`src/rtl/fp2_mul.sv`:
```
module fp2_mul #(
  parameter int W = 16
) (
  input  logic         clk,
  input  logic         rst_n,
  input  logic         start,
  input  logic [W-1:0] modulus,
  input  logic [W-1:0] a0,
  input  logic [W-1:0] a1,
  input  logic [W-1:0] b0,
  input  logic [W-1:0] b1,
  output logic [W-1:0] c0,
  output logic [W-1:0] c1,
  output logic         done
);
  localparam int CW = (W > 1) ? $clog2(W) : 1;
  localparam int NU = 3;

  typedef enum logic [2:0] {S_IDLE, S_SUM, S_MUL, S_SUB1, S_SUB2} state_t;

  state_t        state;
  logic [CW-1:0] cnt;
  logic [W-1:0]  p_q, x0, x1, y0, y1, sx, sy, t0, t1;
  logic [W-1:0]  c0_q, c1_q;
  logic          done_q;
  logic [W-1:0]  mx [NU];
  logic [W-1:0]  my [NU];
  logic [W-1:0]  prod [NU];

  function automatic logic [W-1:0] addm(input logic [W-1:0] x, input logic [W-1:0] y,
                                        input logic [W-1:0] p);
    logic [W:0] s;
    s = {1'b0, x} + {1'b0, y};
    if (s >= {1'b0, p}) s = s - {1'b0, p};
    return s[W-1:0];
  endfunction

  function automatic logic [W-1:0] subm(input logic [W-1:0] x, input logic [W-1:0] y,
                                        input logic [W-1:0] p);
    logic [W:0] d;
    d = {1'b0, x} - {1'b0, y};
    if (x < y) d = d + {1'b0, p};
    return d[W-1:0];
  endfunction

  function automatic logic [W-1:0] dbl_add(input logic [W-1:0] r, input logic b,
                                           input logic [W-1:0] x, input logic [W-1:0] p);
    logic [W:0] d, s;
    d = {r, 1'b0};
    if (d >= {1'b0, p}) d = d - {1'b0, p};
    s = d + (b ? {1'b0, x} : '0);
    if (s >= {1'b0, p}) s = s - {1'b0, p};
    return s[W-1:0];
  endfunction

  assign mx[0] = x0;
  assign my[0] = y0;
  assign mx[1] = x1;
  assign my[1] = y1;
  assign mx[2] = sx;
  assign my[2] = sy;

  for (genvar g = 0; g < NU; g++) begin : g_unit
    logic [W-1:0] acc;
    always_ff @(posedge clk or negedge rst_n) begin
      if (!rst_n)
        acc <= '0;
      else if (state == S_SUM)
        acc <= '0;
      else if (state == S_MUL)
        acc <= dbl_add(acc, my[g][cnt], mx[g], p_q);
    end
    assign prod[g] = acc;
  end

  always_ff @(posedge clk or negedge rst_n) begin
    if (!rst_n) begin
      state  <= S_IDLE;
      cnt    <= '0;
      p_q    <= '0;
      x0     <= '0;
      x1     <= '0;
      y0     <= '0;
      y1     <= '0;
      sx     <= '0;
      sy     <= '0;
      t0     <= '0;
      t1     <= '0;
      c0_q   <= '0;
      c1_q   <= '0;
      done_q <= 1'b0;
    end else begin
      done_q <= (state == S_SUB2);
      case (state)
        S_IDLE: if (start) begin
          p_q   <= modulus;
          x0    <= a0;
          x1    <= a1;
          y0    <= b0;
          y1    <= b1;
          state <= S_SUM;
        end
        S_SUM: begin
          sx    <= addm(x0, x1, p_q);
          sy    <= addm(y0, y1, p_q);
          cnt   <= CW'(W - 1);
          state <= S_MUL;
        end
        S_MUL: begin
          if (cnt == '0) state <= S_SUB1;
          else           cnt   <= cnt - 1'b1;
        end
        S_SUB1: begin
          t0    <= subm(prod[0], prod[1], p_q);
          t1    <= subm(prod[2], prod[0], p_q);
          state <= S_SUB2;
        end
        S_SUB2: begin
          c0_q  <= t0;
          c1_q  <= subm(t1, prod[1], p_q);
          state <= S_IDLE;
        end
        default: state <= S_IDLE;
      endcase
    end
  end

  assign c0   = c0_q;
  assign c1   = c1_q;
  assign done = done_q;
endmodule

```
`config.mk`:
```
export PLATFORM = sky130hd
export DESIGN_NAME = fp2_mul
export DESIGN_NICKNAME = d
export VERILOG_FILES = /design/src/rtl/fp2_mul.sv
export SDC_FILE = /design/constraint.sdc
export NUM_CORES = 1
export LEC_CHECK = 0
export BUFFER_PORTS_ARGS = -buffer_cell sky130_fd_sc_hd__clkbuf_2
export CELL_PAD_IN_SITES_DETAIL_PLACEMENT = 0
export CELL_PAD_IN_SITES_GLOBAL_PLACEMENT = 1
export CORE_MARGIN = 2
export CORE_UTILIZATION = 53
export DETAILED_ROUTE_END_ITERATION = 6
export PLACE_DENSITY = 0.94
export SLEW_MARGIN = 10
export SYNTH_ARGS = -nofsm -noshare
export SYNTH_HDL_FRONTEND = slang
export SYNTH_SLANG_ARGS = --single-unit
```
`constraint.sdc`:
```
create_clock -name clk -period 12.4 [get_ports clk]
set_clock_uncertainty 0.05 [all_clocks]
set_input_delay 3.1 -clock clk [delete_from_list [all_inputs] [get_ports clk]]
set_output_delay 3.1 -clock clk [all_outputs]
set_load 0.01 [all_outputs]
```
# ---- After elaboration in Yosys (flattened, before gate mapping)
# Cells that the tools add are included.
dict set report word_totals {
  ramBits 0
  ff_bits 232
  latchBits 0
  romBits 0
  memories 0
}
dict set report op_classes {
  reduce_logical 6
  bitwise 0
  n_addsub 20
  mul 0
  n_eq_ne 7
  div_mod_pow 0
  n_lt_le_gt_ge 12
  shifts 0
  mux 37
}
# cell n
set ops {}
lappend ops {{2-to-1 mux 16 bit} 17}
lappend ops {{2-to-1 mux 17 bit} 9}
lappend ops {{>= comparator 17 x 16 -> 1 bit} 8}
lappend ops {{subtractor 16 bit} 8}
lappend ops {{adder 17 x 16 -> 17 bit} 3}
lappend ops {{subtractor 17 x 16 -> 17 bit} 3}
lappend ops {{adder 16 bit} 3}
lappend ops {{less-than comparator 16 bit} 3}
lappend ops {{adder 16 x 16 -> 17 bit} 2}
lappend ops {{binary-select mux 1 bit (select 4 bit)} 3}
lappend ops {{case mux 3 bit (4 select lines)} 1}
lappend ops {{case mux 4 bit (2 select lines)} 1}
lappend ops {{equality test 3 x 2 -> 1 bit (second input constant)} 2}
lappend ops {{2-to-1 mux 3 bit} 2}
lappend ops {{AND reduction 2 bit} 3}
lappend ops {{less-than comparator 4 x 5 -> 1 bit (second input constant)} 1}
lappend ops {{zero test 4 bit} 1}
lappend ops {{2-to-1 mux 4 bit} 1}
lappend ops {{!= test 2 bit (second input constant)} 2}
lappend ops {{subtractor 4 x 1 -> 4 bit (second input constant)} 1}
lappend ops {{equality test 3 x 1 -> 1 bit (second input constant)} 1}
lappend ops {{equality test 3 bit (second input constant)} 1}
lappend ops {{zero test 3 bit} 1}
lappend ops {{2-to-1 mux 1 bit} 3}
lappend ops {{other kinds (2)} 2}

# ---- Longest topological paths before layout
dict set report depth {
  ltp_word 9
  mapped_depth 34
  mapped_depth_nobuf 30
}

# ---- Least setup slack after synthesis
# No wires, ideal clock.
dict set report synth_path {
  path_kind {reg-to-reg}
  from {register p_q[1]}
  to {register g_unit[0].acc[3]}
  path_stages_with_launch 31
  setup_slack_ns 5.683
  setup_time_ns 0.126
  arrival_time_ns 6.540
  required_time_ns 12.224
  cell_sequence {dfrtp_1 -> inv_1 -> ha_1 -> nor2b_1 -> o31ai_1 -> a21oi_1 -> nor3b_1 -> o21ai_0 -> and2_1 -> clkbuf_1 -> clkbuf_1 -> nand2_1 -> o21ai_0 -> ha_1 -> nor2b_1 -> o31a_1 -> o211ai_1 -> a21oi_1 -> o21a_1 -> or2_2 -> xor2_1 -> ha_1 -> and4_1 -> nand3_1 -> o211ai_1 -> a21o_1 -> a21oi_1 -> o221ai_1 -> nor2_1 -> nor2_1 -> a221o_1}
}
dict set report synth_via {
  elab_chain_cells 9
  elab_cells_between_ends 11
}
# element line
set synth_rtl {}
lappend synth_rtl {{start: declaration} 23} ;# logic [W-1:0] p_q, x0, x1, y0, y1, sx, sy, t0, t1;
lappend synth_rtl {{start signal: assignment} 96} ;# p_q <= modulus;
lappend synth_rtl {{subtractor 17 x 16 -> 17 bit / >= comparator 17 x 16 -> 1 bit (equally long branches)} 50} ;# if (d >= {1'b0, p}) d = d - {1'b0, p};
lappend synth_rtl {{2-to-1 mux 17 bit} 50}
lappend synth_rtl {{2-to-1 mux 17 bit} 70} ;# else if (state == S_MUL)
lappend synth_rtl {{2-to-1 mux 17 bit} 68} ;# else if (state == S_SUM)
lappend synth_rtl {{adder 17 x 16 -> 17 bit} 51} ;# s = d + (b ? {1'b0, x} : '0);
lappend synth_rtl {{subtractor 16 bit / >= comparator 17 x 16 -> 1 bit (equally long branches)} 52} ;# if (s >= {1'b0, p}) s = s - {1'b0, p};
lappend synth_rtl {{2-to-1 mux 16 bit (*)} 52}
lappend synth_rtl {{2-to-1 mux 16 bit (*)} 70}
lappend synth_rtl {{2-to-1 mux 16 bit (*)} 68}
lappend synth_rtl {{end signal: assignment} 71} ;# acc <= dbl_add(acc, my[g][cnt], mx[g], p_q);
lappend synth_rtl {{end: declaration} 64} ;# logic [W-1:0] acc;
# Mark *: on every way between the ends. The rest lies on a longest branch, timed or not. The select of a mux whose other input is x is not followed.
# A chain may end at the register's enable or synchronous reset.

# ---- Worst setup path after layout
dict set report layout_path {
  from {register p_q[7]}
  to {register g_unit[2].acc[0]}
}
dict set report layout_via {
  elab_chain_cells 9
  elab_cells_between_ends 11
}
# element line
set layout_rtl {}
lappend layout_rtl {{subtractor 17 x 16 -> 17 bit / >= comparator 17 x 16 -> 1 bit (equally long branches)} 50}
lappend layout_rtl {{2-to-1 mux 17 bit} 50}
lappend layout_rtl {{2-to-1 mux 17 bit} 70}
lappend layout_rtl {{2-to-1 mux 17 bit} 68}
lappend layout_rtl {{adder 17 x 16 -> 17 bit} 51}
lappend layout_rtl {{>= comparator 17 x 16 -> 1 bit / subtractor 16 bit (equally long branches)} 52}
lappend layout_rtl {{2-to-1 mux 16 bit (*)} 52}
lappend layout_rtl {{2-to-1 mux 16 bit (*)} 70}
lappend layout_rtl {{2-to-1 mux 16 bit (*)} 68}
lappend layout_rtl {{end signal: assignment} 71}
lappend layout_rtl {{end: declaration} 64}
# Marks and branches as above.

==> results.ini <==
[cells_and_area]
area_growth_pct = 9.240
final_cell_mix = 302 x ha_1, 243 x a21oi_1, 232 x dfrtp_1
fin_nets = 3202
final_layout_size_suffix_gt1_share_pct = 11.64
final_core_util_pct = 58.43
num_antenna_cells = 0
final_common_cell = ha_1
n_fill_cell = 3962

[timing]
setup_violations = 0
drv_slew = 0
max_freq_mhz = 125.0
fin_ws_ns = 4.400
worst_pin_slew_ns = 1.104
whs_ns = 0.4214
fin_tns_setup_ns = 0
maxSlewHeadroom_pct = 24.49
rsz0062_at_grt = false
finalCritPeriodShare_pct = 64.52
min_period_ns = 8.000
hold_violations = 0

[hold_path]
hp-class = flop to flop
hp-start = t0[4]$_DFFE_PN0P_

[detailed_routing]
wl_per_cell_um = 22.10
drc_errors = 0
dr.pass1.iters = 5
vias = 21369
postRouteAntennaNets = 0
wl_mm = 75.40
first_iter_violations = 2045
vias_per_cell = 6.265

[worst_setup_path]
endpoint_kind = flop
crit_required_ns = 12.82
r2r_slack_ns = 4.40
timing.rr.start = p_q[7]$_DFFE_PN0P_
critPathMaxFanout = 25
path_class = flop to flop
crit_path_start_kind = flop
setup.worst_path.start = p_q[7]$_DFFE_PN0P_
cp_top_family = compound AO/OA/AOI/OAI gates
cp_data_arrival_time_ns = 8.42
crit_path_top_delay_cell = and3_1
slowest_delay_ns = 0.87
crit_path_frequent_cell = a21oi_1
path_buf_inv = 2

[global_routing]
antenna_found_initial = 1
grt_pass1_wl_mm = 118.1
overflow = 0
track_usage_pct = 32.29
grt_max_degree = 100
grt_pass1_vias = 20781

[clock_network]
clockRootBuffer = clkbuf_16
post-cts-setup-buffers = 0
clkSlewWorstSetupHoldPaths_ns = 0.06
numCtsBuffers = 28
h-tree-depth = 1
cts_buffer_depth = 3
tritoncts = built
holdBufCountCts = 0
clkSinkCount = 232
clk_latency_ns = 0.58
post_cts_resized = 0

[run_status]
status = complete, no violations

[yosys]
synth.area.top_cells = dfrtp_1 25%, ha_1 16%, xnor2_1 6.7%, a21oi_1 5.2%, mux2_2 4.5%
syn_area_um2 = 23600
synth.distinct_cells = 88
synth_edf_count = 0
yosysWarnings = 0
synth_fp_nets = 3105
yosysTopAreaCell = dfrtp_1
async_flop_share_pct = 100.0
synth_top_cell_area_share_pct = 24.60
syn-instance-count = 2701
ys.flop_type = dfrtp_1
ys_ff_latch = 232
yosysSeqAreaShare_pct = 24.60
syn_avg_cell_area_um2 = 8.738

[die]
die_width_um = 215.0
coreArea_um2 = 44120
boundaryPins = 116
rows = 77
die_area_um2 = 46240
initial_core_util_pct = 53.49
chipHeight_um = 215.0

[placement]
io_buffers = 115
place_ws_ns = 4.744
dpl.hpwl_mm = 58.76
gp_congestion = 0.9710

[run]
drv_cap = 0

[cell usage after synthesis (10+ instances only)]
master and number:
a21oi_1 244, ha_1 302, xor2_1 65, nand3_1 24, fa_1 19, a31oi_1 21
and2_1 56, nand4_1 26, nor2b_1 33, or3_1 14, nor2_1 210, o22ai_1 19
o21a_1 38, and3_1 23, a31o_2 10, mux2i_1 80, clkbuf_1 53, nand2b_1 29
nand2_1 192, nor3_1 47, inv_1 131, mux2_2 94, a21o_1 102, o21bai_1 32
o211ai_1 15, xnor2_1 181, a211oi_1 17, mux4_2 15, dfrtp_1 232, o21ai_0 200
a221o_1 13
[worst paths after layout]
check,end,cells after the start
hold / removal,t0[4]$_DFFE_PN0P_,2
max in group asynchronous,y0[0]$_DFFE_PN0P_,2
setup reg to reg,g_unit[2].acc[0]$_DFFE_PN0P_,27
hold reg to reg,t0[4]$_DFFE_PN0P_,2
min in group asynchronous,done$_DFF_PN0_,1
setup / recovery,g_unit[2].acc[0]$_DFFE_PN0P_,27
[metrics by stage]
step	std cells	cell area (um2)
final	3411	25780
after global routing	3411	25780
after CTS	3411	25780
after detailed placement	3360	24800
after global placement	3360	24800
after floorplan	2701	23600
[per-layer routing]
layer | global-route usage [%] | vias to the layer above | part of all wire (%)
met5 | 0 | - | 0
met4 | 14.18 | 0 | 5.0
met3 | 4.628 | 182 | 7.5
met2 | 51.34 | 873 | 44
met1 | 43.85 | 10274 | 44
li1 | - | 10040 | -
[sequential cells by signal, summed over array words and instances, names as in the netlist, 16 cells and up]
register	count
p_q	16
sx	16
y0	16
x1	16
sy	16
c0	16
t1	16
c1	16
y1	16
t0	16
g_unit.acc	48
x0	16
[cell type report]
class                      instances  area, um2  share of cell area [%]
multi-input combinational       2268      17020                   66.01
inverter                         133      499.2                   1.936
clock inverter                    14      207.7                  0.8056
clock buffer                      37      775.7                   3.009
timing repair buffer             135      735.7                   2.853
tap                              592      740.7                   2.873
sequential                       232       5806                   22.52
[tightest hold or removal path, delay by kind of cell (launching register included)]
family / cells / cell delay (ns)
AOI/OAI and AO/OA: 1 / 0.06
DFF: 1 / 0.33
and+or+nand+nor: 1 / 0.04
[logic make-up (layout without fill, tap and decap cells)]
family	after synthesis	after routing	synth area share [%]
AO/OA/AOI/OAI	815	815	21.82
XOR/XNOR	246	246	9.129
adder cells (fa/ha/maj)	321	321	17.62
buffers and inverters	201	319	3.403
flip-flops	232	232	24.60
multiplexers	191	191	9.420
AND/OR/NAND/NOR	695	695	14.01
Power is left out: the tool's default activity adds up to more than one toggle a clock period on the data nets, which glitch-free logic cannot reach.
